===== src/rtl/lnk_neg_pkg.sv =====
// Shared types for the drive-side link speed negotiator.
// Assumes state codes are visible at the top ports and are fixed.
package lnk_neg_pkg;

    typedef enum logic [2:0] {
        LS_RESET     = 3'd0,
        LS_WAIT_INIT = 3'd1,
        LS_CAL       = 3'd2,
        LS_WAIT_WAKE = 3'd3,
        LS_FILL      = 3'd4,
        LS_ALIGN     = 3'd5,
        LS_READY     = 3'd6
    } lnk_state_e;

    typedef enum logic [1:0] {
        TX_IDLE  = 2'd0,
        TX_FILL  = 2'd1,
        TX_ALIGN = 2'd2,
        TX_PASS  = 2'd3
    } tx_pat_e;

endpackage


===== src/rtl/lnk_timer.sv =====
// Phase timer: counts cycles since the last clear and flags when the
// count reaches limit-1, so a phase lasts exactly 'limit' cycles.
// Assumes limit >= 1. The counter stops at expiry until the next clear.
module lnk_timer #(
    parameter int unsigned CNT_W = 24
) (
    input  logic             clk,
    input  logic             rst_n,
    input  logic             clr,
    input  logic [CNT_W-1:0] limit,
    output logic             expired
);

    logic [CNT_W-1:0] cnt_q;

    assign expired = (cnt_q == (limit - CNT_W'(1)));

    // Count cycles in the current phase, restart on clear.
    always_ff @(posedge clk) begin
        if (!rst_n) begin
            cnt_q <= '0;
        end else if (clr) begin
            cnt_q <= '0;
        end else if (!expired) begin
            cnt_q <= cnt_q + CNT_W'(1);
        end
    end

endmodule


===== src/rtl/lnk_rate_pick.sv =====
// Rate acceptance: masks the per-rate ALIGN strobes with the set of
// allowed rates and picks the highest accepted one.
// Assumes bit g of align_det and host_mask stands for generation g+1.
module lnk_rate_pick #(
    parameter int unsigned NUM_GEN = 2,
    parameter int unsigned GW      = 1
) (
    input  logic [NUM_GEN-1:0] align_det,
    input  logic               common_req,
    input  logic [NUM_GEN-1:0] host_mask,
    output logic               hit,
    output logic [GW-1:0]      pick
);

    logic               use_mask;
    logic [NUM_GEN-1:0] allowed;
    logic [NUM_GEN-1:0] hits;

    assign use_mask = common_req && (host_mask != '0);

    for (genvar g = 0; g < NUM_GEN; g++) begin : g_allow
        assign allowed[g] = use_mask ? host_mask[g] : 1'b1;
        assign hits[g]    = align_det[g] & allowed[g];
    end

    assign hit = |hits;

    // Highest accepted rate wins.
    always_comb begin
        pick = '0;
        for (int g = 0; g < NUM_GEN; g++) begin
            if (hits[g]) begin
                pick = GW'(g);
            end
        end
    end

endmodule


===== src/rtl/lnk_seq_fsm.sv =====
// Negotiation sequencer: walks reset handshake, calibrate, wake,
// filler, ALIGN echo and ready; emits one-cycle OOB requests on entry
// to the phases that need them and latches the accepted rate.
// Assumes event strobes are single-cycle and synchronous to clk.
module lnk_seq_fsm
    import lnk_neg_pkg::*;
#(
    parameter int unsigned CNT_W      = 24,
    parameter int unsigned GW         = 1,
    parameter int unsigned INIT_TMO   = 1000000,
    parameter int unsigned CAL_CYCLES = 64,
    parameter int unsigned WAKE_TMO   = 1000000,
    parameter int unsigned ALIGN_TMO  = 1000000,
    parameter int unsigned ALIGN_TX   = 16
) (
    input  logic             clk,
    input  logic             rst_n,
    input  logic             port_en,
    input  logic             los,
    input  logic             cominit_det,
    input  logic             comwake_det,
    input  logic             align_hit,
    input  logic [GW-1:0]    align_pick,
    input  logic             tmr_expired,
    output logic             tmr_clr,
    output logic [CNT_W-1:0] tmr_limit,
    output logic [2:0]       state_o,
    output logic [1:0]       tx_pat,
    output logic             comreset_req,
    output logic             calibrate_req,
    output logic             comwake_req,
    output logic [GW-1:0]    rate_sel,
    output logic             link_up
);

    lnk_state_e    state_q, state_d;
    logic          comreset_q, cal_q, wake_q, link_q;
    logic [GW-1:0] rate_q;

    // Next-state decision.
    always_comb begin
        state_d = state_q;
        if (!port_en) begin
            state_d = LS_RESET;
        end else begin
            case (state_q)
                LS_RESET:     state_d = LS_WAIT_INIT;
                LS_WAIT_INIT: begin
                    if (cominit_det)      state_d = LS_CAL;
                    else if (tmr_expired) state_d = LS_RESET;
                end
                LS_CAL: begin
                    if (tmr_expired)      state_d = LS_WAIT_WAKE;
                end
                LS_WAIT_WAKE: begin
                    if (comwake_det)      state_d = LS_FILL;
                    else if (tmr_expired) state_d = LS_RESET;
                end
                LS_FILL: begin
                    if (align_hit)        state_d = LS_ALIGN;
                    else if (tmr_expired) state_d = LS_RESET;
                end
                LS_ALIGN: begin
                    if (tmr_expired)      state_d = LS_READY;
                end
                LS_READY: begin
                    if (los || cominit_det) state_d = LS_RESET;
                end
                default:                  state_d = LS_RESET;
            endcase
        end
    end

    // Phase limit for the timer, chosen by the current state.
    always_comb begin
        case (state_q)
            LS_WAIT_INIT: tmr_limit = CNT_W'(INIT_TMO);
            LS_CAL:       tmr_limit = CNT_W'(CAL_CYCLES);
            LS_WAIT_WAKE: tmr_limit = CNT_W'(WAKE_TMO);
            LS_FILL:      tmr_limit = CNT_W'(ALIGN_TMO);
            LS_ALIGN:     tmr_limit = CNT_W'(ALIGN_TX);
            default:      tmr_limit = CNT_W'(1);
        endcase
    end

    assign tmr_clr = (state_d != state_q);

    // Transmit pattern follows the current state.
    always_comb begin
        case (state_q)
            LS_FILL:  tx_pat = TX_FILL;
            LS_ALIGN: tx_pat = TX_ALIGN;
            LS_READY: tx_pat = TX_PASS;
            default:  tx_pat = TX_IDLE;
        endcase
    end

    // State register and entry pulses.
    always_ff @(posedge clk) begin
        if (!rst_n) begin
            state_q    <= LS_RESET;
            comreset_q <= 1'b0;
            cal_q      <= 1'b0;
            wake_q     <= 1'b0;
            link_q     <= 1'b0;
        end else begin
            state_q    <= state_d;
            comreset_q <= (state_d == LS_WAIT_INIT) && (state_q != LS_WAIT_INIT);
            cal_q      <= (state_d == LS_CAL) && (state_q != LS_CAL);
            wake_q     <= (state_d == LS_WAIT_WAKE) && (state_q != LS_WAIT_WAKE);
            link_q     <= (state_d == LS_READY);
        end
    end

    // Line-rate latch: captured when an ALIGN is accepted, cleared in reset.
    always_ff @(posedge clk) begin
        if (!rst_n) begin
            rate_q <= '0;
        end else if (state_d == LS_RESET) begin
            rate_q <= '0;
        end else if ((state_q == LS_FILL) && (state_d == LS_ALIGN)) begin
            rate_q <= align_pick;
        end
    end

    assign state_o       = state_q;
    assign comreset_req  = comreset_q;
    assign calibrate_req = cal_q;
    assign comwake_req   = wake_q;
    assign rate_sel      = rate_q;
    assign link_up       = link_q;

endmodule


===== src/rtl/drv_link_negotiator.sv =====
// Top of the drive-side link speed negotiator: connects the rate
// acceptance logic, the sequencer and the shared phase timer.
// Assumes all inputs are synchronous to clk; OOB detection lives in the PHY.
module drv_link_negotiator #(
    parameter int unsigned NUM_GEN    = 2,
    parameter int unsigned GW         = (NUM_GEN > 1) ? $clog2(NUM_GEN) : 1,
    parameter int unsigned CNT_W      = 24,
    parameter int unsigned INIT_TMO   = 1000000,
    parameter int unsigned CAL_CYCLES = 64,
    parameter int unsigned WAKE_TMO   = 1000000,
    parameter int unsigned ALIGN_TMO  = 1000000,
    parameter int unsigned ALIGN_TX   = 16
) (
    input  logic               clk,
    input  logic               rst_n,
    input  logic               port_en,
    input  logic               common_req,
    input  logic [NUM_GEN-1:0] host_mask,
    input  logic               los,
    input  logic               cominit_det,
    input  logic               comwake_det,
    input  logic [NUM_GEN-1:0] align_det,
    output logic               comreset_req,
    output logic               calibrate_req,
    output logic               comwake_req,
    output logic [1:0]         tx_pat,
    output logic [GW-1:0]      rate_sel,
    output logic               link_up,
    output logic [2:0]         state_o
);

    logic             align_hit;
    logic [GW-1:0]    align_pick;
    logic             tmr_expired;
    logic             tmr_clr;
    logic [CNT_W-1:0] tmr_limit;

    lnk_rate_pick #(
        .NUM_GEN (NUM_GEN),
        .GW      (GW)
    ) u_pick (
        .align_det  (align_det),
        .common_req (common_req),
        .host_mask  (host_mask),
        .hit        (align_hit),
        .pick       (align_pick)
    );

    lnk_seq_fsm #(
        .CNT_W      (CNT_W),
        .GW         (GW),
        .INIT_TMO   (INIT_TMO),
        .CAL_CYCLES (CAL_CYCLES),
        .WAKE_TMO   (WAKE_TMO),
        .ALIGN_TMO  (ALIGN_TMO),
        .ALIGN_TX   (ALIGN_TX)
    ) u_fsm (
        .clk           (clk),
        .rst_n         (rst_n),
        .port_en       (port_en),
        .los           (los),
        .cominit_det   (cominit_det),
        .comwake_det   (comwake_det),
        .align_hit     (align_hit),
        .align_pick    (align_pick),
        .tmr_expired   (tmr_expired),
        .tmr_clr       (tmr_clr),
        .tmr_limit     (tmr_limit),
        .state_o       (state_o),
        .tx_pat        (tx_pat),
        .comreset_req  (comreset_req),
        .calibrate_req (calibrate_req),
        .comwake_req   (comwake_req),
        .rate_sel      (rate_sel),
        .link_up       (link_up)
    );

    lnk_timer #(
        .CNT_W (CNT_W)
    ) u_tmr (
        .clk     (clk),
        .rst_n   (rst_n),
        .clr     (tmr_clr),
        .limit   (tmr_limit),
        .expired (tmr_expired)
    );

endmodule


===== config.mk =====
export PLATFORM = sky130hd
export DESIGN_NAME = drv_link_negotiator
export DESIGN_NICKNAME = d
export VERILOG_FILES = /design/src/rtl/lnk_neg_pkg.sv /design/src/rtl/lnk_timer.sv /design/src/rtl/lnk_rate_pick.sv /design/src/rtl/lnk_seq_fsm.sv /design/src/rtl/drv_link_negotiator.sv
export SDC_FILE = /design/constraint.sdc
export NUM_CORES = 1
export LEC_CHECK = 0
export BUFFER_PORTS_ARGS = -buffer_cell sky130_fd_sc_hd__buf_4
export CAP_MARGIN = 20
export CORE_UTILIZATION = 47
export CTS_BUF_LIST = sky130_fd_sc_hd__clkbuf_2 sky130_fd_sc_hd__clkbuf_4 sky130_fd_sc_hd__clkbuf_8
export CTS_CLUSTER_DIAMETER = 40
export DETAILED_ROUTE_END_ITERATION = 6
export GPL_ROUTABILITY_DRIVEN = 0
export HOLD_SLACK_MARGIN = 0.06
export PLACE_DENSITY_LB_ADDON = 0.08
export SYNTH_ARGS = -nofsm -noshare
export SYNTH_HDL_FRONTEND = slang
export SYNTH_HIERARCHICAL = 1
export SYNTH_SLANG_ARGS = --single-unit

===== constraint.sdc =====
create_clock -name clk -period 6.6 [get_ports clk]
set_input_delay 0.33 -clock clk [delete_from_list [all_inputs] [get_ports clk]]
set_output_delay 0.33 -clock clk [all_outputs]
set_load 0.03 [all_outputs]

==> results of run 1 <==
-- flip-flops by register name, indices dropped and copies added, names as in the netlist --
name	flops
u_fsm/state_o	3
u_fsm/calibrate_req	1
u_tmr/cnt_q	24
u_fsm/comreset_req	1
u_fsm/rate_sel	1
u_fsm/comwake_req	1
u_fsm/link_up	1
-- Yosys cell counts (3+ instances only) --
| cell | number | area, µm² |
|---|---|---|
| inv_1 | 6 | 22.5 |
| xnor2_1 | 19 | 166 |
| and4_1 | 4 | 35.0 |
| a31oi_1 | 5 | 31.3 |
| nand2b_1 | 5 | 31.3 |
| or3_1 | 20 | 125 |
| nor3_1 | 10 | 50.1 |
| dfxtp_1 | 32 | 641 |
| nor2b_1 | 7 | 43.8 |
| nor4_1 | 7 | 43.8 |
| nor2_1 | 13 | 48.8 |
| o21ai_0 | 14 | 70.1 |
| o21ai_1 | 6 | 30.0 |
| buf_2 | 4 | 20.0 |
| a21oi_1 | 24 | 120 |
| xor2_1 | 19 | 166 |
| nor3_2 | 4 | 40.0 |
| buf_4 | 22 | 165 |
| nand2_1 | 25 | 93.8 |
| nand4_1 | 11 | 68.8 |
| and3_1 | 8 | 50.1 |
| o31ai_1 | 7 | 52.6 |
| or4_1 | 14 | 105 |
| a211oi_1 | 6 | 45.0 |
| nand3_1 | 14 | 70.1 |
| nor3b_1 | 3 | 22.5 |
| and2_1 | 3 | 18.8 |
| clkbuf_1 | 8 | 30.0 |
| a311oi_1 | 3 | 26.3 |
| o211ai_1 | 7 | 52.6 |
-- cells by family after synthesis --
logic type,count (synthesis)
buffers and inverters,44
multiplexers,2
flip-flops,32
AND/OR/NAND/NOR,166
other,1
XOR/XNOR,38
AO/OA/AOI/OAI,86
adder cells (fa/ha/maj),2
-- worst max-delay path, cell delays in order, from the launching register on --
cell and delay (ps):
dfxtp_1 680, inv_2 140, nand2_1 130, nand2_1 160
inv_1 90, ha_1 300, or4b_1 590, or3_1 370
o21ai_1 130, o31ai_1 80, or4_1 520, nor4_4 200
buf_4 440, and4b_1 250, a31oi_1 50, o21ai_2 150
o211ai_1 130, nand2b_1 470, or4_1 600, o21ai_1 80
-- metrics by stage --
stage | power, mW | instance area [µm²]
floorplan | 0.280 | 2940
global placement | 0.294 | 2980
detailed placement | 0.294 | 2980
CTS | 0.457 | 3080
global route | 0.477 | 3080
finish | 0.455 | 3080
-- how the worst max path moves through the flow --
stage | slack [ps] | to | start | cells past startpoint
6_report | 970 | u_tmr/cnt_q[7] | u_fsm/state_o[1] | 19
5_1_grt | 530 | u_tmr/cnt_q[8] | u_fsm/state_o[0] | 19
4_1_cts | 1000 | u_tmr/cnt_q[7] | u_fsm/state_o[0] | 19
3_5_place_dp | 1040 | u_tmr/cnt_q[7] | u_fsm/state_o[0] | 19
3_3_place_gp | 1040 | u_tmr/cnt_q[13] | u_fsm/state_o[1] | 16
2_1_floorplan | 1070 | u_tmr/cnt_q[13] | u_fsm/state_o[0] | 21
-- cell type report --
class | instances | share of cell area
Sequential cell | 32 | 0.208
Tap cell | 75 | 0.0305
Multi-Input combinational cell | 309 | 0.662
Inverter | 7 | 0.00854
Timing Repair Buffer | 24 | 0.0586
Clock buffer | 8 | 0.0317
-- cells in the final DEF, fill, tap and decap left out, types with 3 or more instances in the layout --
cell,netlist,layout
and3_1,8,8
inv_1,6,6
dfxtp_1,32,32
clkbuf_8,0,6
or3_1,20,20
o21ai_0,14,13
nor3_1,10,10
nor3b_1,3,3
conb_1,1,15
nand2b_1,5,5
nor2b_1,7,7
nand3_1,14,14
nor3_2,4,4
nor4_1,7,7
and2_1,3,3
buf_4,22,24
o31ai_1,7,7
a311oi_1,3,3
o21ai_1,6,6
xnor2_1,19,19
xor2_1,19,19
a31oi_1,5,5
nor2_1,13,13
or4_1,14,14
and4_1,4,4
a21oi_1,24,24
nand2_1,25,25
nand4_1,11,11
a211oi_1,6,6
o211ai_1,7,7
-- layer usage --
metal | vias up | GRT usage | wire (µm)
li1 | 1380 | - | -
met1 | 1224 | 0.339 | 3480
met2 | 71 | 0.353 | 3140
met3 | 14 | 0.0352 | 343
met4 | 0 | 0.0750 | 111
met5 | - | 0 | 0
-- where the power goes --
part           internal (mW)  leakage (nW)  total (mW)  switching [mW]
clock network         0.0932        0.0523       0.162          0.0689
logic                 0.0366         0.779      0.0919          0.0553
registers              0.195         0.258       0.201         0.00553
==> impl_metrics.json, run 1 <==
{
  "setup_viol": 0,
  "hold-path-cell-count": 3,
  "skew_ps": 6.08,
  "ys_seq_elements": 32,
  "synth_compound_area_frac": 0.199,
  "wire_per_inst_um": 15.5,
  "leakagePower_nw": 1.09,
  "r2r_end": "u_tmr/cnt_q[7]",
  "hp-start": "rst_n",
  "n_antenna_cell": 0,
  "r2r_start": "u_fsm/state_o[1]",
  "rsz0062_at_grt": "no",
  "crit_path_max_fanout": 50,
  "max_freq_ghz": 0.178,
  "synthArstFlopShare": 0,
  "pre_cts_slack_ps": 1040,
  "ioPinCount": 21,
  "finalWorstSetupSlack_ps": 968,
  "fin_setup_tns_ps": 0,
  "ir_worst_vdd_mv": 0.119,
  "synthDistinctLibCells": 62,
  "worstHoldEndpoint": "u_fsm/state_o[2]",
  "post-route-period-util": 0.853,
  "fin_hold_ws_ps": 305,
  "synth-simple-area-share": 0.353,
  "grt_overflow": 0,
  "syn_area_um2": 2890,
  "drt-vias-per-instance": 5.91,
  "hp-class": "primary input to flip-flop",
  "worst_pin_slew_ps": 701,
  "wirelength_um": 7070,
  "grt_use_total": 0.235,
  "critPathLaunchType": "flip-flop",
  "cts_tree": "yes",
  "multi_input_area_um2": 2040,
  "cts_hold_buf": 0,
  "post_cts_resized": 0,
  "fill_cells": 589,
  "ctsHtreeMaxLevel": 2,
  "grt_max_degree": 51,
  "die-area_um2": 6460,
  "worstSkewPairLatency_ps": 280,
  "synth_fa_ha_area_frac": 0.00867,
  "utilization": 0.520,
  "start_util": 0.487,
  "dr.first_iter.drc_count": 163,
  "synth_edf_count": 0,
  "final_layout_size_suffix_gt1_frac": 0.129,
  "crit_arrival_ps": 5850,
  "drtPass1Iterations": 6,
  "final_cells": 455,
  "synthMuxAreaShare": 0.00694,
  "synth_top_family_by_area": "simple AND/OR/NAND/NOR gates",
  "root_buffer": "clkbuf_8",
  "clkTransAtPathRegs_ps": 70,
  "nNetsFinal": 392,
  "drc": 0,
  "antenna_found_initial": 0,
  "crit_required_ps": 6820,
  "yosysSeqAreaShare": 0.222,
  "die_y_um": 80.4,
  "fp.dieW_um": 80.4,
  "status": "finished, final reports clean",
  "place.port_buffers": 20,
  "yosys_warnings": 6,
  "dp_hpwl_um": 5170,
  "critical_path.endpoint_type": "flip-flop",
  "hold_viol": 0,
  "slew-limit-headroom": 0.532,
  "grt_pass1_vias": 2312,
  "power.density_nw_per_um2": 148,
  "synth_top_flop_cell": "dfxtp_1",
  "avgSynthCellArea_um2": 7.78,
  "synthXorXnorAreaFrac": 0.115,
  "core_area_um2": 5920,
  "seqCellArea_um2": 641,
  "dp.cells": 447,
  "cts_buffer_depth": 2,
  "reg2regPathDepth": 19,
  "antenna_left": 0,
  "cts_setup_buffers": 0,
  "syn_inst": 371,
  "cts.sinks": 32,
  "vias": 2689,
  "rows": 28,
  "finalCriticalPeriod_ps": 5630,
  "max_cap_violations": 0,
  "grt_first_pass_wirelength_um": 11700,
  "reg2reg_setup_slack_ps": 970,
  "worstSetupPathType": "flip-flop to flip-flop",
  "syn_to_final_growth_pct": 6.63,
  "cts_buffers": 5,
  "slew_violations": 0
}
Note: power is estimated with default switching activity, not from simulation.
==> run 2, diff against run 1 <==
CORE_ASPECT_RATIO = 1.4   (was not set)
==> run 2 against run 1 <==
Effect of this change: setup slack gained 60 ps; global-route usage grew 0.31 points; sequential power is essentially flat; critical path type unchanged; worst hold slack lost 1.8 ps; die area is essentially flat; highest routed layer unchanged; power shrank 2.1%; final cell count shrank 1.5%; non-clock buffer count shrank 2; clock-buffer cell count shrank 2; critical endpoint unchanged; register-to-register slack gained 60 ps; routed wire length grew 2.1%; flip-flop and latch count is the same.
==> impl_metrics.json, run 2 (same netlist as run 1, synthesis figures left out) <==
{
  "grt_first_pass_wirelength_um": 11600,
  "drt-vias-per-instance": 5.99,
  "final_cells": 448,
  "critPathLaunchType": "flip-flop",
  "antenna_left": 0,
  "fill_cells": 600,
  "max_freq_ghz": 0.179,
  "syn_to_final_growth_pct": 5.72,
  "critical_path.endpoint_type": "flip-flop",
  "power.density_nw_per_um2": 146,
  "core_area_um2": 5900,
  "die-area_um2": 6460,
  "status": "finished, final reports clean",
  "cts_hold_buf": 0,
  "grt_use_total": 0.238,
  "crit_path_max_fanout": 23,
  "antenna_found_initial": 0,
  "cts_tree": "yes",
  "die_y_um": 94.7,
  "post_cts_resized": 0,
  "rows": 33,
  "slew-limit-headroom": 0.341,
  "leakagePower_nw": 1.08,
  "crit_required_ps": 6810,
  "final_layout_size_suffix_gt1_frac": 0.124,
  "clkTransAtPathRegs_ps": 70,
  "cts.sinks": 32,
  "root_buffer": "clkbuf_8",
  "fin_hold_ws_ps": 303,
  "cp-startpoint": "u_fsm/state_o[2]",
  "ir_worst_vdd_mv": 0.0973,
  "largest_reg_flops": 24,
  "grt_overflow": 0,
  "ioPinCount": 21,
  "dp_hpwl_um": 5570,
  "drtPass1Iterations": 4,
  "fin_setup_tns_ps": 0,
  "slew_violations": 0,
  "final_cell_mix": "32 x dfxtp_1, 25 x nand2_1, 24 x a21oi_1",
  "worstHoldEndpoint": "u_fsm/state_o[2]",
  "hold-path-cell-count": 3,
  "grt_pass1_vias": 2464,
  "crit_buf_inv": 0,
  "hold_viol": 0,
  "n_antenna_cell": 0,
  "worstSkewPairLatency_ps": 280,
  "finalCriticalPeriod_ps": 5570,
  "vias": 2685,
  "utilization": 0.517,
  "drc": 0,
  "design_area_um2": 3050,
  "skew_ps": 8.32,
  "dr.first_iter.drc_count": 116,
  "cts_buffer_depth": 2,
  "worstSetupPathType": "flip-flop to flip-flop",
  "post-route-period-util": 0.844,
  "start_util": 0.489,
  "wirelength_um": 7220,
  "path_cells": "nand2b_1 -> o21ai_2 -> nor4_1 -> or4b_2 -> xor2_1 -> a31oi_1 -> or4_1 -> nor4_4 -> nor2b_1 -> nor3_1 -> o311a_4 -> xnor2_1 -> o211ai_1 -> nand2b_1 -> or4_1 -> o21ai_1",
  "r2r_start": "u_fsm/state_o[2]",
  "cts_setup_buffers": 0,
  "crit_arrival_ps": 5790,
  "reg2regPathDepth": 16,
  "regMostFlops": "u_tmr/cnt_q",
  "rsz0062_at_grt": "no",
  "wire_per_inst_um": 16.1,
  "worst_pin_slew_ps": 988,
  "cts_buffers": 5,
  "nNetsFinal": 390,
  "max_cap_violations": 0,
  "cp_slowest_cell": "dfxtp_1",
  "place.port_buffers": 20,
  "reg2reg_setup_slack_ps": 1030,
  "grt_max_degree": 51,
  "cpLargestDelayFamily": "simple AND/OR/NAND/NOR gates",
  "setup_viol": 0,
  "hp-start": "rst_n",
  "dp.cells": 440,
  "hp-class": "primary input to flip-flop",
  "dpl_cell_area_um2": 2960,
  "r2r_end": "u_tmr/cnt_q[7]",
  "ctsHtreeMaxLevel": 2,
  "fp.dieW_um": 68.2,
  "final_common_cell": "dfxtp_1",
  "max_stage_delay_ps": 650
}
-- run 2: area by class of cell --
type                    instances  area, µm²  share of cell area
clock buffers                   6       82.6              0.0271
clock inverters                 2       10.0             0.00328
inverters                       7       26.3             0.00861
multi-input cells             309       2040               0.668
flip-flops and latches         32        641               0.210
well taps                      70       87.6              0.0287
repair buffers                 22        165              0.0541
-- run 2: tightest hold or removal path: stages --
cell     delay [ps]
buf_4           100
nand2_1          80
inv_1            50
-- run 2: worst max path at each step --
| stage | endpoint | cells past startpoint |
|---|---|---|
| global placement | u_tmr/cnt_q[7] | 16 |
| global route | u_tmr/cnt_q[8] | 19 |
| detailed placement | u_tmr/cnt_q[7] | 16 |
| CTS | u_tmr/cnt_q[7] | 16 |
| floorplan | u_tmr/cnt_q[13] | 21 |
| finish | u_tmr/cnt_q[7] | 16 |
-- run 2: metrics by stage --
step | setup WS, ps | power, mW
after floorplan | 1070 | 0.280
after CTS | 1060 | 0.448
after global placement | 1100 | 0.293
after detailed placement | 1100 | 0.293
final | 1030 | 0.445
after global routing | 539 | 0.470
-- run 2: report_power, final --
group	switching [mW]	leakage (nW)	internal, mW
sequential	0.00547	0.258	0.195
clock	0.0711	0.0510	0.0831
combinational	0.0547	0.769	0.0358
total	0.131	1.08	0.314
-- run 2: metal layers --
layer	routed length, µm	vias to the layer above	track usage
met5	0	-	0
met4	149	0	0.0816
met3	184	10	0.0338
met2	3830	43	0.435
met1	3050	1264	0.270
li1	-	1368	-
==> run 3, diff against run 2 <==
clock period = 4.56 ns   (was 6.6 ns; I/O delays follow)
==> run 3 against run 2 <==
Effect of this change: combinational power up 78%; register-to-register slack worse by 800 ps; setup slack worse by 800 ps; first-iteration DRC count up 21%; die area unchanged; final cell count up 4.2%; flip-flop and latch count unchanged; critical path depth up 3; routed wire length up 4.8%; critical endpoint is now u_tmr/cnt_q[13]; global-route usage up 1.9 points; clock skew up 2.3 ps; utilization up 4.4 points.
==> impl_metrics.json, run 3 (same netlist as run 1, synthesis figures left out) <==
{
  "crit_arrival_ps": 4570,
  "crit_buf_inv": 2,
  "ioPinCount": 21,
  "clkPwrFrac": 0.337,
  "n_antenna_cell": 0,
  "wirelength_um": 7570,
  "r2r_start": "u_fsm/state_o[2]",
  "ctsHtreeMaxLevel": 2,
  "rows": 33,
  "drt-vias-per-instance": 5.99,
  "hp-class": "primary input to flip-flop",
  "dpl_cell_area_um2": 3150,
  "dp_hpwl_um": 5720,
  "design_area_um2": 3310,
  "pwr-share-seq": 0.425,
  "cts_tree": "yes",
  "cts_hold_buf": 0,
  "post-route-period-util": 0.949,
  "root_buffer": "clkbuf_8",
  "skew_ps": 10.6,
  "crit_required_ps": 4800,
  "grt_overflow": 0,
  "ir_worst_vdd_mv": 0.213,
  "utilization": 0.561,
  "setup_viol": 0,
  "worstSkewPairLatency_ps": 300,
  "fp.dieW_um": 68.2,
  "dr.first_iter.drc_count": 140,
  "vias": 2798,
  "max_stage_delay_ps": 460,
  "max_cap_violations": 0,
  "antenna_found_initial": 0,
  "syn_to_final_growth_pct": 14.7,
  "grt_first_pass_wirelength_um": 12500,
  "cp_slowest_cell": "or4b_4",
  "die-area_um2": 6460,
  "max_freq_ghz": 0.231,
  "power.density_nw_per_um2": 205,
  "critical_path.endpoint_type": "flip-flop",
  "clkTransAtPathRegs_ps": 80,
  "cp-startpoint": "u_fsm/state_o[2]",
  "final_common_cell": "buf_4",
  "cts.sinks": 32,
  "core_area_um2": 5900,
  "grt_pass1_vias": 2636,
  "hp-start": "rst_n",
  "crit_path_max_fanout": 13,
  "comb_power_share": 0.238,
  "final_layout_size_suffix_gt1_frac": 0.212,
  "regMostFlops": "u_tmr/cnt_q",
  "grt_use_total": 0.257,
  "antenna_left": 0,
  "place.port_buffers": 20,
  "reg2reg_setup_slack_ps": 230,
  "final_cell_mix": "39 x buf_4, 29 x dfxtp_1, 24 x a21oi_1",
  "cpLargestDelayFamily": "simple AND/OR/NAND/NOR gates",
  "hold_viol": 0,
  "switching_share": 0.323,
  "drc": 0,
  "drtPass1Iterations": 4,
  "status": "finished, final reports clean",
  "critPathLaunchType": "flip-flop",
  "path_cells": "buf_4 -> nand2_2 -> nand2_4 -> inv_2 -> ha_4 -> or4b_4 -> or3_1 -> o21ai_1 -> o31ai_1 -> or4_4 -> nor4_4 -> nor2b_4 -> nor3_2 -> o311a_4 -> xnor2_1 -> o211ai_1 -> nand2b_4 -> or4_1 -> nand2_1",
  "fin_hold_ws_ps": 265,
  "p_int_mw": 0.459,
  "slew_violations": 0,
  "wire_per_inst_um": 16.2,
  "cts_buffers": 5,
  "p_switching_mw": 0.219,
  "largest_reg_flops": 24,
  "cts_buffer_depth": 2,
  "die_y_um": 94.7,
  "grt_max_degree": 47,
  "finalCriticalPeriod_ps": 4330,
  "worstSetupPathType": "flip-flop to flip-flop",
  "nNetsFinal": 409,
  "start_util": 0.489,
  "leakagePower_nw": 1.19
}
## run 3: cell count changes in the layout (fill, tap and decap cells not counted), sizes merged
| cell | previous run | this run |
|---|---|---|
| clkbuf | 6 | 5 |
| nand2b | 6 | 7 |
| clkinv | 2 | 1 |
| clkinvlp | 0 | 2 |
| buf | 22 | 40 |
## run 3: stage by stage
stage / worst slack [ps] / instances / setup TNS, ps / total power, mW
2_1_floorplan: -331 / 385 / -2650 / 0.417
3_3_place_gp: 151 / 455 / 0 / 0.443
3_5_place_dp: 85.2 / 455 / 0 / 0.443
4_1_cts: 41.7 / 463 / 0 / 0.671
5_1_grt: -7.28 / 467 / -7.28 / 0.711
6_report: 231 / 467 / 0 / 0.678
## run 3: layout make-up
| class | instances | area [µm²] |
|---|---|---|
| timing repair buffer | 40 | 304 |
| clock buffer | 5 | 68.8 |
| multi-input combinational | 310 | 2150 |
| fill | 570 | 2590 |
| sequential | 32 | 652 |
| clock inverter | 3 | 23.8 |
| inverter | 7 | 26.3 |
| tap | 70 | 87.6 |
## run 3: timing repair
action	4_1_cts	5_1_grt
setup endpoints to repair	0	17
gates resized for setup	0	9
buffers inserted	0	3
## run 3: power groups by stage
stage | Combinational, mW | Sequential [mW] | Clock [mW]
after detailed placement | 0.149 | 0.294 | 0
after CTS | 0.150 | 0.288 | 0.234
after global placement | 0.149 | 0.294 | 0
after global routing | 0.177 | 0.288 | 0.246
after floorplan | 0.121 | 0.296 | 0
final | 0.161 | 0.288 | 0.229
## run 3: metal layers
metal  global-route usage  vias up  routed length (µm)
li1                     -     1409                   -
met4               0.0920        0                 264
met2                0.478       51                4090
met1                0.275     1322                3010
met3               0.0507       16                 201
met5                    0        -                   0
## run 3: worst paths after layout
path	to	cells after the start
setup / recovery	u_tmr/cnt_q[13]	19
hold / removal	u_fsm/state_o[2]	3
setup reg to reg	u_tmr/cnt_q[13]	19
hold reg to reg	u_tmr/cnt_q[23]	2
## run 3: worst min-delay path: cells and delay by family
family        cells  cell delay (ps)
simple gates      1              110
buf+inv           2              200
